--- src/rtl/tdc_pkg.sv ---
package tdc_pkg;

    // pair progress
    typedef enum logic [1:0] {
        PH_IDLE = 2'd0,
        PH_WAIT = 2'd1,
        PH_CALC = 2'd2
    } phase_e;

    // calibration pinning selector
    typedef enum logic [1:0] {
        CAL_OFF       = 2'd0,
        CAL_PIN_LEAD  = 2'd1,
        CAL_PIN_TRAIL = 2'd2,
        CAL_SPARE     = 2'd3
    } cal_e;

    localparam int EDGE_LEAD  = 0;
    localparam int EDGE_TRAIL = 1;
    localparam int N_EDGE     = 2;

endpackage

--- src/rtl/tdc_coarse_ctr.sv ---
module tdc_coarse_ctr #(
    parameter int CW = 7
) (
    input  logic          clk_i,
    input  logic          rst_i,
    output logic [CW-1:0] prim_o,
    output logic [CW-1:0] half_o
);

    typedef struct packed {
        logic [CW-1:0] prim;
        logic [CW-1:0] half;
    } ctr_t;

    ctr_t ctr_d, ctr_q;

    always_comb begin
        ctr_d.prim = ctr_q.prim + CW'(1);
        // the late counter trails the primary one by one step
        ctr_d.half = ctr_q.prim;
        if (rst_i) begin
            ctr_d.prim = '0;
            ctr_d.half = '1;
        end
    end

    always_ff @(posedge clk_i) begin
        ctr_q <= ctr_d;
    end

    assign prim_o = ctr_q.prim;
    assign half_o = ctr_q.half;


    ctr_offset_chk: assert property (@(posedge clk_i) disable iff (rst_i)
        CW'(ctr_q.half + CW'(1)) == ctr_q.prim);

endmodule

--- src/rtl/tdc_therm_dec.sv ---
module tdc_therm_dec #(
    parameter int NTAP = 150,
    parameter int FW   = 8
) (
    input  logic [NTAP-1:0] snap_i,
    output logic [FW-1:0]   idx_o,
    output logic            bad_o
);

    logic [NTAP+1:0] ext;
    logic [NTAP-1:0] filt;
    logic [NTAP:0]   fext;
    logic [NTAP-1:0] fall;

    // virtual 1 below tap 0, virtual 0 above the top tap
    assign ext  = {1'b0, snap_i, 1'b1};
    assign fext = {1'b0, filt};

    for (genvar i = 0; i < NTAP; i++) begin : g_tap
        assign filt[i] = (ext[i] & ext[i+1]) | (ext[i] & ext[i+2]) | (ext[i+1] & ext[i+2]);
        assign fall[i] = fext[i] & ~fext[i+1];
    end

    always_comb begin
        idx_o = '0;
        for (int i = NTAP - 1; i >= 0; i--) begin
            if (fall[i]) begin
                idx_o = FW'(i);
            end
        end
    end

    assign bad_o = ~filt[0] | ($countones(fall) != 1);

endmodule

--- src/rtl/tdc_stamp.sv ---
module tdc_stamp #(
    parameter int NTAP = 150,
    parameter int CW   = 7,
    parameter int FW   = 8,
    parameter int TSW  = 15
) (
    input  logic [FW-1:0]  fine_i,
    input  logic [CW-1:0]  prim_i,
    input  logic [CW-1:0]  half_i,
    output logic [TSW-1:0] ts_o
);

    localparam int HALF = NTAP / 2;

    logic [CW-1:0] coarse;

    always_comb begin
        // early half of the period: the primary counter may be settling
        if (int'(fine_i) < HALF) begin
            coarse = half_i + CW'(1);
        end else begin
            coarse = prim_i;
        end
        ts_o = TSW'(coarse) * TSW'(NTAP) + TSW'(fine_i);
    end

endmodule

--- src/rtl/pulse_span_tdc.sv ---
module pulse_span_tdc
    import tdc_pkg::*;
#(
    parameter int NTAP = 150,
    parameter int CW   = 7
) (
    input  logic            clk_i,
    input  logic            rst_i,
    input  logic            lead_i,
    input  logic            trail_i,
    input  logic [NTAP-1:0] snap_i,
    input  logic [1:0]      cal_mode_i,
    input  logic [CW-1:0]   cal_cycle_i,
    output logic            valid_o,
    output logic            err_o,
    output logic [$clog2(NTAP*(1<<CW))-1:0] lead_ts_o,
    output logic [$clog2(NTAP*(1<<CW))-1:0] trail_ts_o,
    output logic [$clog2(NTAP*(1<<CW))-1:0] width_o
);

    localparam int FW   = $clog2(NTAP);
    localparam int SPAN = NTAP * (1 << CW);
    localparam int TSW  = $clog2(SPAN);
    localparam logic [TSW-1:0] SPAN_T = TSW'(SPAN);
    localparam logic [TSW:0]   SPAN_X = (TSW+1)'(SPAN);
    localparam logic [NTAP-1:0] PIN_SNAP = NTAP'(1);

    typedef struct packed {
        phase_e                     ph;
        logic [N_EDGE-1:0][NTAP-1:0] snap;
        logic [N_EDGE-1:0][CW-1:0]   prim;
        logic [N_EDGE-1:0][CW-1:0]   half;
        logic                       vld;
        logic                       err;
        logic [TSW-1:0]             lts;
        logic [TSW-1:0]             tts;
        logic [TSW-1:0]             wid;
    } st_t;

    st_t st_d, st_q;

    logic [CW-1:0]                prim_w, half_w;
    logic [N_EDGE-1:0][FW-1:0]    idx_w;
    logic [N_EDGE-1:0]            bad_w;
    logic [N_EDGE-1:0][TSW-1:0]   ts_w;
    logic                         pin_lead, pin_trail, hit;
    logic                         lead_go, trail_go;
    logic [TSW-1:0]               diff;

    tdc_coarse_ctr #(.CW(CW)) u_ctr (
        .clk_i  (clk_i),
        .rst_i  (rst_i),
        .prim_o (prim_w),
        .half_o (half_w)
    );

    for (genvar g = 0; g < N_EDGE; g++) begin : g_edge
        tdc_therm_dec #(.NTAP(NTAP), .FW(FW)) u_dec (
            .snap_i (st_q.snap[g]),
            .idx_o  (idx_w[g]),
            .bad_o  (bad_w[g])
        );
        tdc_stamp #(.NTAP(NTAP), .CW(CW), .FW(FW), .TSW(TSW)) u_stamp (
            .fine_i (idx_w[g]),
            .prim_i (st_q.prim[g]),
            .half_i (st_q.half[g]),
            .ts_o   (ts_w[g])
        );
    end

    assign pin_lead  = (cal_mode_i == CAL_PIN_LEAD);
    assign pin_trail = (cal_mode_i == CAL_PIN_TRAIL);
    assign hit       = (prim_w == cal_cycle_i);
    assign lead_go   = pin_lead  ? hit : lead_i;
    assign trail_go  = pin_trail ? hit : trail_i;

    always_comb begin
        diff = ts_w[EDGE_TRAIL] - ts_w[EDGE_LEAD];
        if (ts_w[EDGE_TRAIL] < ts_w[EDGE_LEAD]) begin
            diff = diff + SPAN_T;
        end
    end

    always_comb begin
        st_d     = st_q;
        st_d.vld = 1'b0;
        case (st_q.ph)
            PH_IDLE: begin
                if (lead_go) begin
                    st_d.snap[EDGE_LEAD] = pin_lead ? PIN_SNAP : snap_i;
                    st_d.prim[EDGE_LEAD] = prim_w;
                    st_d.half[EDGE_LEAD] = half_w;
                    st_d.ph              = PH_WAIT;
                end
            end
            PH_WAIT: begin
                if (trail_go) begin
                    st_d.snap[EDGE_TRAIL] = pin_trail ? PIN_SNAP : snap_i;
                    st_d.prim[EDGE_TRAIL] = prim_w;
                    st_d.half[EDGE_TRAIL] = half_w;
                    st_d.ph               = PH_CALC;
                end
            end
            PH_CALC: begin
                st_d.vld = 1'b1;
                st_d.err = bad_w[EDGE_LEAD] | bad_w[EDGE_TRAIL];
                st_d.lts = ts_w[EDGE_LEAD];
                st_d.tts = ts_w[EDGE_TRAIL];
                st_d.wid = diff;
                st_d.ph  = PH_IDLE;
            end
            default: begin
                st_d.ph = PH_IDLE;
            end
        endcase
        if (rst_i) begin
            st_d = '0;
        end
    end

    always_ff @(posedge clk_i) begin
        st_q <= st_d;
    end

    assign valid_o    = st_q.vld;
    assign err_o      = st_q.err;
    assign lead_ts_o  = st_q.lts;
    assign trail_ts_o = st_q.tts;
    assign width_o    = st_q.wid;


    valid_pulse_chk: assert property (@(posedge clk_i) disable iff (rst_i)
        valid_o |=> !valid_o);


    valid_src_chk: assert property (@(posedge clk_i) disable iff (rst_i)
        valid_o |-> $past(st_q.ph) == PH_CALC);


    ts_range_chk: assert property (@(posedge clk_i) disable iff (rst_i)
        valid_o |-> (lead_ts_o < SPAN_T) && (trail_ts_o < SPAN_T));


    width_sum_chk: assert property (@(posedge clk_i) disable iff (rst_i)
        valid_o |-> (width_o < SPAN_T) &&
                    ((({1'b0, lead_ts_o} + {1'b0, width_o}) == {1'b0, trail_ts_o}) ||
                     (({1'b0, lead_ts_o} + {1'b0, width_o}) == ({1'b0, trail_ts_o} + SPAN_X))));


    lead_hold_chk: assert property (@(posedge clk_i) disable iff (rst_i)
        (st_q.ph != PH_IDLE) |=> $stable(st_q.snap[EDGE_LEAD]));

endmodule

--- config.mk ---
export PLATFORM = sky130hd
export DESIGN_NAME = pulse_span_tdc
export DESIGN_NICKNAME = d
export VERILOG_FILES = /design/src/rtl/tdc_pkg.sv /design/src/rtl/tdc_coarse_ctr.sv /design/src/rtl/tdc_therm_dec.sv /design/src/rtl/tdc_stamp.sv /design/src/rtl/pulse_span_tdc.sv
export SDC_FILE = /design/constraint.sdc
export NUM_CORES = 2
export LEC_CHECK = 0
export CAP_MARGIN = 30
export CORE_MARGIN = 5
export CORE_UTILIZATION = 65
export DETAILED_ROUTE_END_ITERATION = 12
export PLACE_DENSITY = 0.82
export SLEW_MARGIN = 40
export SYNTH_ARGS = -nofsm -noshare
export SYNTH_HDL_FRONTEND = slang
export SYNTH_HIERARCHICAL = 1
export SYNTH_SLANG_ARGS = --single-unit
--- constraint.sdc ---
create_clock -name clk_i -period 15.92 [get_ports clk_i]
set_clock_uncertainty 0.15 [all_clocks]
set_input_delay 1.592 -clock clk_i [delete_from_list [all_inputs] [get_ports clk_i]]
set_output_delay 1.592 -clock clk_i [all_outputs]
set_load 0.005 [all_outputs]
Yosys cells after proc, flatten, opt, wreduce, memory -nomap -nowiden
Index checks and enable logic that the tools add are counted.
{"block": "op_classes", "addsub": 305, "n_mul": 2, "magnitude_cmp": 3, "n_eq_ne": 9, "n_mux": 311, "n_bitwise": 1791, "reduce_logical": 4}
{"op": "adder 32 bit", "n": 148}
{"op": "two-way mux 8 bit", "n": 300}
{"op": "AND 1 bit", "n": 892}
{"op": "bitwise OR 1 bit", "n": 599}
{"op": "adder 1 x 1 -> 2 bit", "n": 150}
{"op": "two-way mux 150 bit", "n": 2}
{"op": "inverter 1 bit", "n": 300}
{"op": "two-way mux 152 bit", "n": 1}
{"op": "inequality test 32 x 2 -> 1 bit, second input constant", "n": 2}
{"op": "two-way mux 47 bit", "n": 1}
{"op": "adder 15 x 8 -> 15 bit", "n": 2}
{"op": "multiplier 7 x 7 -> 14 bit, second input constant", "n": 2}
{"op": "adder 7 x 1 -> 7 bit, second input constant", "n": 3}
{"op": "< comparator 8 x 7 -> 1 bit, second input constant", "n": 2}
{"op": "adder 15 bit, second input constant", "n": 1}
{"op": "< comparator 15 bit", "n": 1}
{"op": "two-way mux 15 bit", "n": 1}
{"op": "subtractor 15 bit", "n": 1}
{"op": "two-way mux 7 bit", "n": 2}
{"op": "equality test 7 bit", "n": 1}
{"op": "AND reduction 2 bit", "n": 3}
{"op": "equality test 2 x 1 -> 1 bit, second input constant", "n": 2}
{"op": "equality test 2 bit, second input constant", "n": 2}
{"op": "inequality test 2 bit, second input constant", "n": 2}
{"op": "other kinds (4)", "n": 5}
{"block": "totals", "register_bits": 391, "input_bits": 163, "out_inout_bits": 47, "elab_cells": 2439}

Depth between registers and ports, before layout
{"block": "logic_depth", "word_depth": 161, "mapped_depth": 43, "mapped_depth_nobuf": 40}

Hierarchy
The synthesis kept the hierarchy.
{"mod": "pulse_span_tdc", "instances": 1, "cells_each": 1333, "area_each_um2": 13533.0, "seq_area_each_um2": 7547.2}
{"mod": "tdc_therm_dec (g_edge[0].u_dec)", "instances": 1, "cells_each": 1183, "area_each_um2": 9205.1, "seq_area_each_um2": 0.0}
{"mod": "tdc_therm_dec (g_edge[1].u_dec)", "instances": 1, "cells_each": 1169, "area_each_um2": 9108.7, "seq_area_each_um2": 0.0}
{"mod": "tdc_stamp (g_edge[0].u_stamp)", "instances": 1, "cells_each": 188, "area_each_um2": 1589.0, "seq_area_each_um2": 0.0}
{"mod": "tdc_stamp (g_edge[1].u_stamp)", "instances": 1, "cells_each": 192, "area_each_um2": 1536.5, "seq_area_each_um2": 0.0}
{"mod": "tdc_coarse_ctr", "instances": 1, "cells_each": 41, "area_each_um2": 441.7, "seq_area_each_um2": 280.3}

Least setup slack after synthesis
No wires, ideal clock.
{"block": "synth_timing", "path_type": "register to register", "start": "register st_q[159] (netlist name)", "end": "register st_q, in the netlist width_o[11]", "setup_time_ns": 0.091, "arrival_ns": 8.188, "required_ns": 15.679, "setup_slack_ns": 7.491, "stages_incl_launch_ff": 35, "path_buffers": 2, "synth_period_minus_slack_ns": 8.429, "path_cell_list": "dfxtp_1 -> buf_6 -> and2b_1 -> a221o_2 -> or4_4 -> nor4_4 -> o2111ai_1 -> a31oi_1 -> o31ai_1 -> a21o_1 -> a211o_1 -> a21oi_2 -> buf_2 -> mux2_2 -> ha_1 -> ha_1 -> ha_1 -> ha_1 -> a21oi_1 -> o21bai_1 -> xor2_1 -> ha_1 -> a21oi_1 -> inv_1 -> o21a_1 -> mux2_1 -> nand2_1 -> xor2_1 -> inv_1 -> ha_1 -> a21o_1 -> nor4_2 -> o21ai_1 -> or3_1 -> a311oi_1"}
{"item": "start, declared", "line": "pulse_span_tdc.sv:40", "rtl": "st_t st_d, st_q;"}
{"item": "start signal, assigned", "line": "pulse_span_tdc.sv:122", "rtl": "st_q <= st_d;"}

==> metrics.md <==
| Metric | Value |
|---|---|
| Outcome | `completed` |
| Setup bufs post-CTS | `0` |
| Dpl cell area | `37300 sq um` |
| DR DRC count | `0` |
| Final min period | `10.65 ns` |
| Avg Cell Area, Syn | `8.62 sq um` |
| Final wirelength | `111000 um` |
| Combinational share of power | `62.7%` |
| Drt pass-1 iters | `6` |
| Setup_tns | `0 ns` |
| Die area | `59300 sq um` |
| RSZ-0062 raised after global routing | `false` |
| NetSw | `2630 uW` |
| Yosys top cell area share | `22.1%` |
| Crit-path most repeated cell | `ha_1` |
| Port Buffers | `209` |
| Area leader, netlist | `dfxtp_1` |
| Syn Std Cell Area | `35400 sq um` |
| Initial core utilization | `65.7%` |
| FILL cells | `4384` |
| Top_reg_cell synth | `dfxtp_1` |
| CP max FO | `13` |
| DR WL/cell | `22.7 um` |
| RePlAce Congestion | `1.05` |
| Seq pwr share | `19.4%` |
| #FFs+latches synth | `391` |
| Crit path launch | `st_q[298]$_SDFFE_PP0P_` |
| Reg2Reg Launch Point | `st_q[298]$_SDFFE_PP0P_` |
| Startpoint Class | `flop` |
| Crit path kind | `reg2reg` |
| Core area | `53900 sq um` |
| Max H-tree Level | `2` |
| Clock-pin slew on the worst setup and hold paths | `0.07 ns` |
| Slew @ Worst Pin | `0.915 ns` |
| Cell variety after synth | `118` |
| Worst EP required | `16.25 ns` |
| Worst Setup Slack post-DPL | `5.55 ns` |
| Root Buffer | `clkbuf_16` |
| Finished Layout Cells | `4870` |
| Share of cells above drive strength 1 | `4.77%` |
| Via count | `30600` |
| Net Sw Frac | `46.1%` |
| Post-synth EDFFs | `0` |
| Peak VDD IR | `385 uV` |
| CP arrival | `10.98 ns` |
| CP max-delay cell | `a31oi_1` |
| Worst slew margin | `38.9%` |
| Crit. End Element | `flop` |
| Inserted Clock Buffers | `42` |
| Area contributors post-synth | `dfxtp_1 (22%), fa_1 (16%), ha_1 (5.1%), xnor2_1 (4.9%), inv_1 (4.6%)` |
| Ys Warns | `6` |
| Post-cts repair resize count | `0` |
| Num rows | `85` |
| Total power per unit cell area | `147 nW/um^2` |
| Final hold viol count | `0` |
| Initial DRC Count | `3487` |
| Initial antenna violation count | `1` |
| Pins Over Slew Limit | `0` |
| HP Class | `reg2reg` |
| Largest net degree at the start of global routing | `93` |
| Clk_lat worst skew | `0.59 ns` |
| Design area | `38800 sq um` |
| Tot GR Track Use | `36.2%` |
| Layout Utilization | `72.0%` |
| HP Start | `lead_ts_o[8]$_SDFFE_PP0P_` |
| IO Pins | `210` |
| Vias in the first global route | `29200` |
| Post-synthesis net count | `4697` |
| CTS max path bufs | `3` |
| Final critical-path share of the clock period | `66.9%` |
| Grt total ovfl | `0` |
| First-pass GRT wire length | `170000 um` |
| DP Wirelength | `89200 um` |
| Clock Sinks | `391` |
| Placed cells | `4793` |
| P&R area growth vs syn | `9.63%` |
| Final WS setup | `5.27 ns` |
| Die height | `243 um` |
| Maxcap violations | `0` |
| Achievable frequency | `0.0939 GHz` |
| CTS tree | `built` |
| Vias per cell | `6.29` |
| Final #Nets | `4733` |
| Endpoints failing setup | `0` |
| Max stage delay on crit path | `0.78 ns` |
| Final ANT Viol Nets | `0` |
| # hold bufs at CTS | `0` |
| Cell count after synthesis | `4106` |
| Cell Int Power | `3080 uW` |
| Seq/Total Area, Yosys | `22.1%` |
| Die Width | `243 um` |
| Asr flop ratio synth | `0%` |
| Leakage power figure | `0.0163 uW` |
| Clock power share | `17.9%` |
-- final timing paths --
check / to / slack (ns) / depth (start not counted)
worst max-delay path: width_o[13]$_SDFFE_PP0P_ / 5.27 / 32
worst min-delay path: lead_ts_o[8]$_SDFFE_PP0P_ / 0.30 / 2
worst max register to register: width_o[13]$_SDFFE_PP0P_ / 5.27 / 32
worst min register to register: lead_ts_o[8]$_SDFFE_PP0P_ / 0.30 / 2
-- logic make-up (layout without fill, tap and decap cells) --
logic type / after synthesis / after routing / synth area share, %
fa+ha+maj: 428 / 428 / 21.2
mux: 42 / 42 / 1.21
flops: 391 / 391 / 22.1
other cells: 0 / 1 / 0
xor+xnor: 345 / 345 / 8.60
buf+inv: 665 / 732 / 8.07
simple gates: 1354 / 1354 / 20.9
compound gates: 881 / 881 / 18.0
-- power groups by stage --
stage	clock network, uW	registers, uW	logic (uW)
2_1_floorplan	0	1090	2730
3_3_place_gp	0	1130	3480
3_5_place_dp	0	1130	3500
4_1_cts	1040	1110	3530
5_1_grt	1070	1120	3980
6_report	1020	1110	3580
-- metrics by stage --
step                      hold slack (ns)  total power [uW]
after floorplan                     0.282              3820
after global placement              0.290              4610
after detailed placement            0.295              4620
after CTS                           0.304              5670
after global routing                0.330              6170
final                               0.302              5710
-- layer usage --
layer	share of wire, %	wire [um]	track usage (%)	vias to the layer above
li1	-	-	-	14200
met1	42	46300	50.6	14800
met2	43	47600	54.5	1426
met3	11	12000	9.57	252
met4	4.1	4530	12.8	4
met5	0.13	141	1.72	-
-- area by class of cell --
class,count,area [sq um],area share (%)
Clock inverter,17,186,0.480
Multi-Input combinational cell,3050,24800,63.9
Clock buffer,58,1250,3.23
Sequential cell,391,7830,20.2
Tap cell,696,871,2.24
Antenna cell,1,2.50,0.00645
Inverter,432,1620,4.18
Timing Repair Buffer,225,2240,5.77
-- Yosys cell counts, drive strengths merged, types with 8 or more instances --
| cell | number |
|---|---|
| a211oi | 33 |
| buf | 106 |
| o2bb2ai | 15 |
| and3 | 18 |
| nand2b | 121 |
| o21a | 9 |
| or2 | 21 |
| a211o | 14 |
| xnor2 | 202 |
| o21ai | 95 |
| inv | 432 |
| nand3 | 66 |
| o211ai | 18 |
| a31oi | 16 |
| nor3 | 47 |
| or3 | 19 |
| mux2i | 36 |
| and3b | 8 |
| and2 | 25 |
| fa | 285 |
| nor2 | 378 |
| nor4b | 15 |
| o2111ai | 10 |
| or3b | 11 |
| dfxtp | 391 |
| nand4 | 31 |
| a22oi | 157 |
| nor2b | 87 |
| ha | 143 |
| o22ai | 36 |
| nor3b | 135 |
| a21oi | 185 |
| nor4 | 34 |
| o31ai | 11 |
| o21bai | 9 |
| nand4b | 9 |
| nand2 | 229 |
| a21o | 28 |
| a22o | 157 |
| a2111oi | 13 |
| clkbuf | 127 |
| nand3b | 65 |
| xor2 | 143 |
-- worst max-delay path, delay by kind of cell, from the launching register on --
kind | cells | cell delay, ns
AO/OA/AOI/OAI | 13 | 4.55
multiplexers | 1 | 0.14
flip-flops | 1 | 0.41
AND/OR/NAND/NOR | 9 | 2.59
buffers and inverters | 1 | 0.15
adder cells (fa/ha/maj) | 5 | 1.96
XOR/XNOR | 3 | 0.60
-- cells in the final DEF (no fill, tap or decap), types with 63 or more instances in the layout --
cell and instances:
nand2_1 227, fa_1 285, ha_1 143, nand3b_1 65
inv_1 432, nand3_1 63, nor3b_1 128, xnor2_1 200
a22o_1 157, clkdlybuf4s50_1 208, a22oi_1 157, a21oi_1 179
o21ai_0 85, dfxtp_1 391, xor2_1 142, nand2b_1 121
nor2_1 378, nor2b_1 85
-- flip-flops by register name (all words and copies together), names as in the netlist --
| signal | count |
|---|---|
| u_ctr/half_o | 7 |
| trail_ts_o | 15 |
| u_ctr/prim_o | 7 |
| lead_ts_o | 15 |
| err_o | 1 |
| valid_o | 1 |
| width_o | 15 |
| st_q | 330 |
Power figures use the tool's default switching activity.
